===== src/rtl/sdac_pkg.sv =====
package sdac_pkg;

    typedef enum logic [1:0] {
        ST_IDLE  = 2'd0,
        ST_ARMED = 2'd1,
        ST_SHIFT = 2'd2,
        ST_HOLD  = 2'd3
    } fe_state_t;

    localparam logic [3:0] CODE_NOP    = 4'b0000;
    localparam logic [3:0] CODE_LOAD   = 4'b0001;
    localparam logic [3:0] CODE_READ   = 4'b0010;
    localparam logic [3:0] CODE_SOLO   = 4'b1001;
    localparam logic [3:0] CODE_RISE   = 4'b1010;
    localparam logic [3:0] CODE_ZERO   = 4'b1011;
    localparam logic [3:0] CODE_MID    = 4'b1100;

    typedef struct packed {
        logic load;
        logic zero;
        logic mid;
        logic readback;
        logic go_solo;
        logic go_rise;
    } act_t;

endpackage


===== src/rtl/sdac_sync.sv =====
module sdac_sync #(
    parameter int              N       = 3,
    parameter int              STAGES  = 2,
    parameter logic [N-1:0]    RST_VAL = '0
) (
    input  logic         clk,
    input  logic         rst_n,
    input  logic [N-1:0] din,
    output logic [N-1:0] dout
);

    for (genvar b = 0; b < N; b++) begin : g_bit
        logic [STAGES-1:0] chain_q;
        always_ff @(posedge clk or negedge rst_n) begin
            if (!rst_n) begin
                chain_q <= {STAGES{RST_VAL[b]}};
            end else begin
                chain_q <= {chain_q[STAGES-2:0], din[b]};
            end
        end
        assign dout[b] = chain_q[STAGES-1];
    end

endmodule


===== src/rtl/sdac_decode.sv =====
module sdac_decode
    import sdac_pkg::*;
(
    input  logic [3:0] code,
    output act_t       act
);

    always_comb begin
        act = '0;
        unique case (code)
            CODE_LOAD: act.load     = 1'b1;
            CODE_READ: act.readback = 1'b1;
            CODE_SOLO: act.go_solo  = 1'b1;
            CODE_RISE: act.go_rise  = 1'b1;
            CODE_ZERO: act.zero     = 1'b1;
            CODE_MID:  act.mid      = 1'b1;
            default:   act          = '0;
        endcase
    end

endmodule


===== src/rtl/sdac_dacreg.sv =====
module sdac_dacreg
    import sdac_pkg::*;
#(
    parameter int DATA_W = 12,
    parameter int CODE_W = 4
) (
    input  logic                     clk,
    input  logic                     rst_n,
    input  logic                     en,
    input  act_t                     act,
    input  logic [DATA_W-1:0]        din,
    output logic [DATA_W-1:0]        dac_q,
    output logic [DATA_W+CODE_W-1:0] rb_word
);

    localparam logic [DATA_W-1:0] MIDSCALE = DATA_W'(1) << (DATA_W - 1);

    always_ff @(posedge clk or negedge rst_n) begin
        if (!rst_n) begin
            dac_q <= '0;
        end else if (en) begin
            if (act.load) begin
                dac_q <= din;
            end else if (act.zero) begin
                dac_q <= '0;
            end else if (act.mid) begin
                dac_q <= MIDSCALE;
            end
        end
    end

    assign rb_word = {{CODE_W{1'b0}}, dac_q};

endmodule


===== src/rtl/sdac_cmd_front.sv =====
module sdac_cmd_front
    import sdac_pkg::*;
#(
    parameter int DATA_W    = 12,
    parameter int CODE_W    = 4,
    parameter int SYNC_STGS = 2
) (
    input  logic              clk,
    input  logic              rst_n,
    input  logic              sync_n,
    input  logic              sclk,
    input  logic              sdin,
    output logic              sdo,
    output logic [DATA_W-1:0] dac_code
);

    localparam int FRAME_W = DATA_W + CODE_W;
    localparam int CNT_W   = $clog2(FRAME_W + 1);
    localparam int MSB     = FRAME_W - 1;

    // synchronized pins: [2]=select, [1]=serial clock, [0]=data
    logic [2:0] pins_s;
    logic       sync_s, sclk_s, sdin_s, sclk_d;

    sdac_sync #(
        .N(3), .STAGES(SYNC_STGS), .RST_VAL(3'b100)
    ) u_sync (
        .clk(clk), .rst_n(rst_n),
        .din({sync_n, sclk, sdin}),
        .dout(pins_s)
    );

    assign sync_s = pins_s[2];
    assign sclk_s = pins_s[1];
    assign sdin_s = pins_s[0];

    fe_state_t            st_q, st_d;
    logic [FRAME_W-1:0]   shreg;
    logic [CNT_W-1:0]     cnt_q;
    logic                 sdo_q, chain_q, rise_q;

    logic sclk_r, sclk_f, act_edge, inact_edge, sync_lo;
    logic last_edge, exec_go;
    logic [FRAME_W-1:0]   shift_nx, exec_word;
    logic [FRAME_W-1:0]   rb_word;
    act_t                 act;

    assign sclk_r     = sclk_s & ~sclk_d;
    assign sclk_f     = ~sclk_s & sclk_d;
    assign act_edge   = rise_q ? sclk_r : sclk_f;
    assign inact_edge = rise_q ? sclk_f : sclk_r;
    assign sync_lo    = ~sync_s;
    assign shift_nx   = {shreg[MSB-1:0], sdin_s};

    assign last_edge = (st_q == ST_SHIFT) && sync_lo && act_edge
                       && (cnt_q == CNT_W'(FRAME_W - 1));
    assign exec_go   = chain_q ? ((st_q == ST_HOLD) && sync_s)
                               : last_edge;
    assign exec_word = chain_q ? shreg : shift_nx;

    sdac_decode u_dec (
        .code(exec_word[MSB -: CODE_W]),
        .act(act)
    );

    sdac_dacreg #(
        .DATA_W(DATA_W), .CODE_W(CODE_W)
    ) u_dac (
        .clk(clk), .rst_n(rst_n),
        .en(exec_go), .act(act),
        .din(exec_word[DATA_W-1:0]),
        .dac_q(dac_code),
        .rb_word(rb_word)
    );

    // state register
    always_ff @(posedge clk or negedge rst_n) begin
        if (!rst_n) begin
            st_q <= ST_IDLE;
        end else begin
            st_q <= st_d;
        end
    end

    // next state
    always_comb begin
        st_d = st_q;
        unique case (st_q)
            ST_IDLE:  if (sync_lo) st_d = ST_ARMED;
            ST_ARMED: begin
                if (sync_s)        st_d = ST_IDLE;
                else if (act_edge) st_d = ST_SHIFT;
            end
            ST_SHIFT: begin
                if (sync_s)         st_d = ST_IDLE;
                else if (last_edge) st_d = ST_HOLD;
            end
            ST_HOLD:  if (sync_s) st_d = ST_IDLE;
            default:  st_d = ST_IDLE;
        endcase
    end

    // datapath and outputs
    always_ff @(posedge clk or negedge rst_n) begin
        if (!rst_n) begin
            shreg   <= '0;
            cnt_q   <= '0;
            sdo_q   <= 1'b0;
            chain_q <= 1'b1;
            rise_q  <= 1'b0;
            sclk_d  <= 1'b0;
        end else begin
            sclk_d <= sclk_s;
            unique case (st_q)
                ST_IDLE: begin
                    sdo_q <= shreg[MSB];
                    cnt_q <= '0;
                end
                ST_ARMED: begin
                    sdo_q <= shreg[MSB];
                    if (sync_lo && act_edge) begin
                        shreg <= shift_nx;
                        cnt_q <= CNT_W'(1);
                    end
                end
                ST_SHIFT: begin
                    if (sync_s) begin
                        shreg <= '0;
                        cnt_q <= '0;
                    end else begin
                        if (act_edge) begin
                            shreg <= shift_nx;
                            cnt_q <= cnt_q + CNT_W'(1);
                        end
                        if (inact_edge) sdo_q <= shreg[MSB];
                    end
                end
                ST_HOLD: begin
                    if (sync_s) begin
                        cnt_q <= '0;
                    end else begin
                        if (chain_q && act_edge) shreg <= shift_nx;
                        if (inact_edge) sdo_q <= shreg[MSB];
                    end
                end
                default: ;
            endcase
            if (exec_go && act.readback) shreg   <= rb_word;
            if (exec_go && act.go_solo)  chain_q <= 1'b0;
            if (exec_go && act.go_rise)  rise_q  <= 1'b1;
        end
    end

    assign sdo = sdo_q;

endmodule


===== config.mk =====
export PLATFORM = sky130hd
export DESIGN_NAME = sdac_cmd_front
export DESIGN_NICKNAME = d
export VERILOG_FILES = /design/src/rtl/sdac_pkg.sv /design/src/rtl/sdac_sync.sv /design/src/rtl/sdac_decode.sv /design/src/rtl/sdac_dacreg.sv /design/src/rtl/sdac_cmd_front.sv
export SDC_FILE = /design/constraint.sdc
export NUM_CORES = 1
export LEC_CHECK = 0
export BUFFER_PORTS_ARGS = -buffer_cell sky130_fd_sc_hd__buf_2
export CAP_MARGIN = 20
export CORE_ASPECT_RATIO = 1.2
export CORE_UTILIZATION = 40
export DETAILED_ROUTE_END_ITERATION = 8
export GPL_ROUTABILITY_DRIVEN = 0
export PLACE_DENSITY = 0.62
export SLEW_MARGIN = 20
export SYNTH_ARGS = -nofsm -noshare
export SYNTH_HDL_FRONTEND = slang
export SYNTH_SLANG_ARGS = --single-unit

===== constraint.sdc =====
create_clock -name clk -period 2.8 [get_ports clk]
set_clock_uncertainty 0.15 [all_clocks]
set_input_delay 0 -clock clk [delete_from_list [all_inputs] [get_ports clk]]
set_output_delay 0 -clock clk [all_outputs]
set_load 0.01 [all_outputs]

Word-level counts from Yosys, hierarchy flattened

Cells that the tools add are included.

Multiplexer cells: 35
Add/sub/neg operators: 1
Equality and inequality tests: 22
Reductions and logical operators: 19
Bitwise operators: 5

Operators by type and width:

| cell                                                  | number |
|---|---|
| two-way mux 16 bit                                    | 7 |
| case mux 16 bit (3 select lines)                      | 1 |
| two-way mux 12 bit                                    | 3 |
| two-way mux 5 bit                                     | 4 |
| case mux 5 bit (4 select lines)                       | 1 |
| == test 4 bit, second input constant                  | 4 |
| two-way mux 2 bit                                     | 6 |
| two-way mux 1 bit                                     | 11 |
| logical AND 1 bit                                     | 9 |
| inequality test 3 x 2 -> 1 bit, second input constant | 3 |
| case mux 2 bit (4 select lines)                       | 1 |
| inequality test 2 bit, second input constant          | 3 |
| inequality test 3 bit, second input constant          | 2 |
| adder 5 x 1 -> 5 bit, second input constant           | 1 |
| == test 5 x 4 -> 1 bit, second input constant         | 1 |
| AND reduction 5 bit                                   | 1 |
| == test 2 bit, second input constant                  | 2 |
| == test 4 x 1 -> 1 bit, second input constant         | 1 |
| == test 4 x 2 -> 1 bit, second input constant         | 1 |
| inequality test 2 x 1 -> 1 bit, second input constant | 2 |
| inequality test 4 x 2 -> 1 bit, second input constant | 1 |
| AND reduction 2 bit                                   | 2 |
| AND reduction 4 bit                                   | 1 |
| nonzero test 4 bit                                    | 1 |
| other kinds (9)                                       | 13 |

Bits in registers: 45
Word-level logic and storage cells: 93
Output and inout bits: 13

Depth between registers and ports, before layout

Depth after elaboration: 9
Mapped depth: 9
Gate-level depth less buffers: 7

Cells and area by module

From an unflattened synthesis, not the netlist that was laid out.

Cell total of the unflattened synthesis: 219
Area, all modules: 2528.7 µm²

Modules (own cells, without submodules):

| module         | area an instance (µm²) | cells each | instances | sequential area each (µm²) |
|---|---|---|---|---|
| sdac_cmd_front | 1686.6                 | 157        | 1         | 676.9 |
| sdac_dacreg    | 600.6                  | 47         | 1         | 300.3 |
| sdac_sync      | 175.2                  | 9          | 1         | 152.6 |
| sdac_decode    | 66.3                   | 6          | 1         | 0.0 |

Worst setup path before layout

No wires, ideal clock.

Path kind: register to register
Start: register cnt_q[0]
End: register shreg[10]
Stages on the path, launching flop included: 9
Data required time: 2525 ps
Setup slack: 572 ps
Arrival time: 1953 ps
Buffers on the path: 1
Cell sequence: dfrtp_1 ha_1 and3_1 ha_1 inv_1 o41ai_4 nand3_2 buf_6 mux2_4

Longest elaborated chain between the ends: 6
Elaborated cells between the ends (all ways): 11
Those cells by class: eq/ne: 5; mux: 2; reduce/logical: 4

Ends and longest elaborated chain:

| item                                                                    | line                  | source |
|---|---|---|
| start: declaration                                                      | sdac_cmd_front.sv:39  | `logic [CNT_W-1:0] cnt_q;` |
| start signal: assignment                                                | sdac_cmd_front.sv:133 | `cnt_q <= cnt_q + CNT_W'(1);` |
| == test 5 x 4 -> 1 bit *                                                | sdac_cmd_front.sv:56  | `&& (cnt_q == CNT_W'(FRAME_W - 1));` |
| logical AND 1 bit *                                                     | sdac_cmd_front.sv:56  |  |
| two-way mux 1 bit *                                                     | sdac_cmd_front.sv:57  | `assign exec_go = chain_q ? ((st_q == ST_HOLD) && sync_s)` |
| logical AND 1 bit *                                                     | sdac_cmd_front.sv:148 | `if (exec_go && act.readback) shreg <= rb_word;` |
| inequality test 4 x 2 -> 1 bit (no source line) (tied with other cells) | n/a                   |  |
| AND reduction 5 bit (no source line)                                    | n/a                   |  |
| end signal: assignment                                                  | sdac_cmd_front.sv:132 | `shreg <= shift_nx;` |
| end signal: assignment                                                  | sdac_cmd_front.sv:142 | `if (chain_q && act_edge) shreg <= shift_nx;` |
| end signal: assignment                                                  | sdac_cmd_front.sv:148 |  |
| end: declaration                                                        | sdac_cmd_front.sv:38  | `logic [FRAME_W-1:0] shreg;` |

Every way passes the cells marked *; elsewhere a longest branch is shown, timed or not.
A chain may end at the register's enable or synchronous reset.

Worst setup path after layout

Start: register cnt_q[0]
End: register u_dac.dac_q[8]

Longest elaborated chain between the ends: 4

Ends and longest elaborated chain:

| item                                 | line                 | source |
|---|---|---|
| == test 5 x 4 -> 1 bit               | sdac_cmd_front.sv:56 |  |
| logical AND 1 bit                    | sdac_cmd_front.sv:56 |  |
| two-way mux 1 bit                    | sdac_cmd_front.sv:57 |  |
| AND reduction 2 bit (no source line) | n/a                  |  |
| end signal: assignment               | sdac_dacreg.sv:23    | `dac_q <= din;` |
| end: declaration                     | sdac_dacreg.sv:12    | `output logic [DATA_W-1:0] dac_q,` |

No other way between the ends.

==> flow_summary.json <==
{
  "vias_per_cell": 5.19,
  "cts_buffers": 5,
  "grt.total_usage_pct": 17.1,
  "hold_path.class": "primary input to asynchronous set/reset pin",
  "drive_gt1_share_pct": 25.0,
  "crit_chain": "ha_1 > and3_1 > ha_1 > inv_1 > o41ai_4 > nand3_2 > buf_4 > mux2_4",
  "place_ws_ns": 0.369,
  "rows": 31,
  "grt_pass1_wl_um": 8960,
  "routedWlPerCell_um": 15.0,
  "cts_setup_buffers": 0,
  "die-area_um2": 6770,
  "ys_warn_count": 0,
  "drt_pass1_iterations": 4,
  "cts_root_buf": "clkbuf_8",
  "cts_buffer_depth": 2,
  "fin_crit_ns": 2.44,
  "die_h_um": 89.9,
  "power_switching_uw": 547,
  "setup-violations-final": 0,
  "worst_setup_path_start_kind": "flop",
  "drc": 0,
  "p_leak_nw": 1.32,
  "p_comb_share_pct": 25.4,
  "syn-mean-instance-area_um2": 11.1,
  "p_seq_share_pct": 48.1,
  "clockPowerShare_pct": 26.5,
  "clk_pin_slew_worst_paths_ns": 0.10,
  "ys_types": 48,
  "maxCapViolCount": 0,
  "crit_path_end_kind": "flop",
  "intPower_mw": 1.09,
  "ios": 18,
  "status": "completed",
  "h-tree-depth": 2,
  "clock-sinks": 45,
  "fin_crit_sh_pct": 87.1,
  "ys_seq_area_share_pct": 43.8,
  "rsz0062_at_grt": "no",
  "antennaDiodeCount": 0,
  "yosys_register_bits": 45,
  "final_nets": 263,
  "grt_pass1_vias": 1848,
  "syn_nets": 244,
  "syn_area_um2": 2580,
  "synthCells": 232,
  "crit_slowest_cell": "o41ai_4",
  "synth_edf_count": 0,
  "worstPathMaxFanout": 12,
  "grt_overflow_total": 0,
  "fillCellCount": 609,
  "clk_latency_ns": 0.30,
  "vias": 1735,
  "maxSlewViolCount": 0,
  "io_buffer_count": 17,
  "cellPowerDensity_nw_per_um2": 572,
  "crit_required_ns": 2.84,
  "final_antenna_net_count": 0,
  "drt_iter0_markers": 28,
  "synth_ff_type": "dfrtp_1",
  "cts_tree": "built",
  "ir_drop_mv": 0.357,
  "dp.final_hpwl_um": 3260,
  "slowest_delay_ns": 0.50,
  "hold_viol": 0,
  "maxSlewHeadroom_pct": 52.2,
  "antenna_found_initial": 0,
  "path_common_cell": "ha_1",
  "die_x_um": 75.3,
  "core_um2": 6130,
  "cp.arrival_ns": 2.48,
  "setup_slack_ns": 0.362,
  "async_reset_ff_share_pct": 100,
  "routed_wirelength_um": 5000,
  "startpoint": "cnt_q[0]",
  "grt_max_degree": 46,
  "area.growth.synth_to_final_pct": 10.8,
  "tns_ns": 0,
  "critPathKind": "flop to flop",
  "start_util_pct": 42.1,
  "tightest_slew_ns": 0.716,
  "fmax_ghz": 0.410,
  "switching_share_pct": 33.5,
  "rr_startpoint": "cnt_q[0]"
}
-- power by group through the flow --
stage          Combinational (mW)  Sequential (mW)  Clock [mW]
2_1_floorplan               0.351            0.774           0
4_1_cts                     0.422            0.784       0.457
3_5_place_dp                0.417            0.795           0
5_1_grt                     0.469            0.797       0.478
3_3_place_gp                0.410            0.794           0
6_report                    0.416            0.786       0.433
-- registers in the layout, summed over array words and instances (netlist names) --
name	flops
chain_q	1
cnt_q	5
rise_q	1
sclk_d	1
sdo	1
shreg	16
st_q	2
u_dac.dac_q	12
u_sync.g_bit.chain_q	6
-- worst max-delay path: cells and delay by family (launching register included) --
kind            cells  cell delay (ns)
simple gates        2             0.28
flops               1             0.42
mux                 1             0.31
buf+inv             2             0.30
compound gates      1             0.50
fa+ha+maj           2             0.36
-- per-stage QoR --
step                util, %  std cells  area, um^2  hold slack [ns]  power, mW
floorplan                 -        232        2580           -0.446       1.13
global placement       44.4        322        2720          -0.0445       1.20
detailed placement     44.4        322        2720          -0.0430       1.21
CTS                    46.6        334        2850            0.168       1.66
global route           46.6        334        2860            0.142       1.74
finish                 46.6        334        2860           0.0693       1.64
-- cell usage in the layout (no fill, tap or decap), types with 7 or more instances in the layout --
cell type and n:
ha_1 7, nor2_1 23, a22o_1 11, o21ai_0 9
dfrtp_1 42, buf_4 7, mux2i_1 15, nand2_1 15
buf_2 16, mux2_4 17, inv_1 11
-- routing by layer --
layer	part of all wire (%)	vias to the layer above	GRT usage, %
met3	1.7	6	2.69
met4	1.9	0	6.64
met5	0	-	0
li1	-	869	-
met2	49	17	27.5
met1	47	843	22.8
-- area by class of cell --
type	instances	area, um^2	area share (%)
clock buffer	5	68.8	2.41
inverter	11	41.3	1.45
tap	82	103	3.59
clock inverter	3	25.0	0.876
multi-input combinational	161	1320	46.1
timing repair buffer	27	173	6.04
sequential	45	1130	39.6
-- what timing repair did --
item | CTS | global route
endpoints found under the setup margin | 0 | 0
hold buffers | 4 | 0
resized for setup | 0 | 0
endpoints found under the hold margin | 45 | 0
-- synthesized netlist by cell type, drive strengths merged (4+ instances only) --
cell / count / area [um^2]
a22o: 11 / 96.3
nor2: 23 / 86.3
clkbuf: 8 / 30.0
nand3: 4 / 30.0
o31ai: 4 / 30.0
mux2: 23 / 323
buf: 7 / 60.1
nand2b: 6 / 37.5
mux2i: 15 / 150
o21ai: 9 / 45.0
ha: 7 / 87.6
dfrtp: 42 / 1050
nand2: 15 / 56.3
inv: 11 / 41.3
-- path summary, 6_finish.rpt --
check                                        endpoint  slack [ns]  cells after the start
hold reg to reg            u_sync.g_bit[0].chain_q[1]        0.21                      0
max in group asynchronous                   shreg[11]        2.02                      2
setup reg to reg                       u_dac.dac_q[8]        0.36                      8
min in group clk           u_sync.g_bit[1].chain_q[0]        0.18                      2
hold / removal                               cnt_q[0]        0.07                      2
setup / recovery                       u_dac.dac_q[8]        0.36                      8
-- cell families (layout without fill, tap and decap cells) --
family | count (synthesis) | in the layout | synth area share, %
mux | 38 | 38 | 18.3
flops | 45 | 45 | 43.8
simple gates | 68 | 68 | 14.2
compound gates | 47 | 47 | 14.8
buf+inv | 26 | 46 | 5.10
fa+ha+maj | 7 | 7 | 3.40
xor+xnor | 1 | 1 | 0.340
Power figures use the tool's default switching activity.
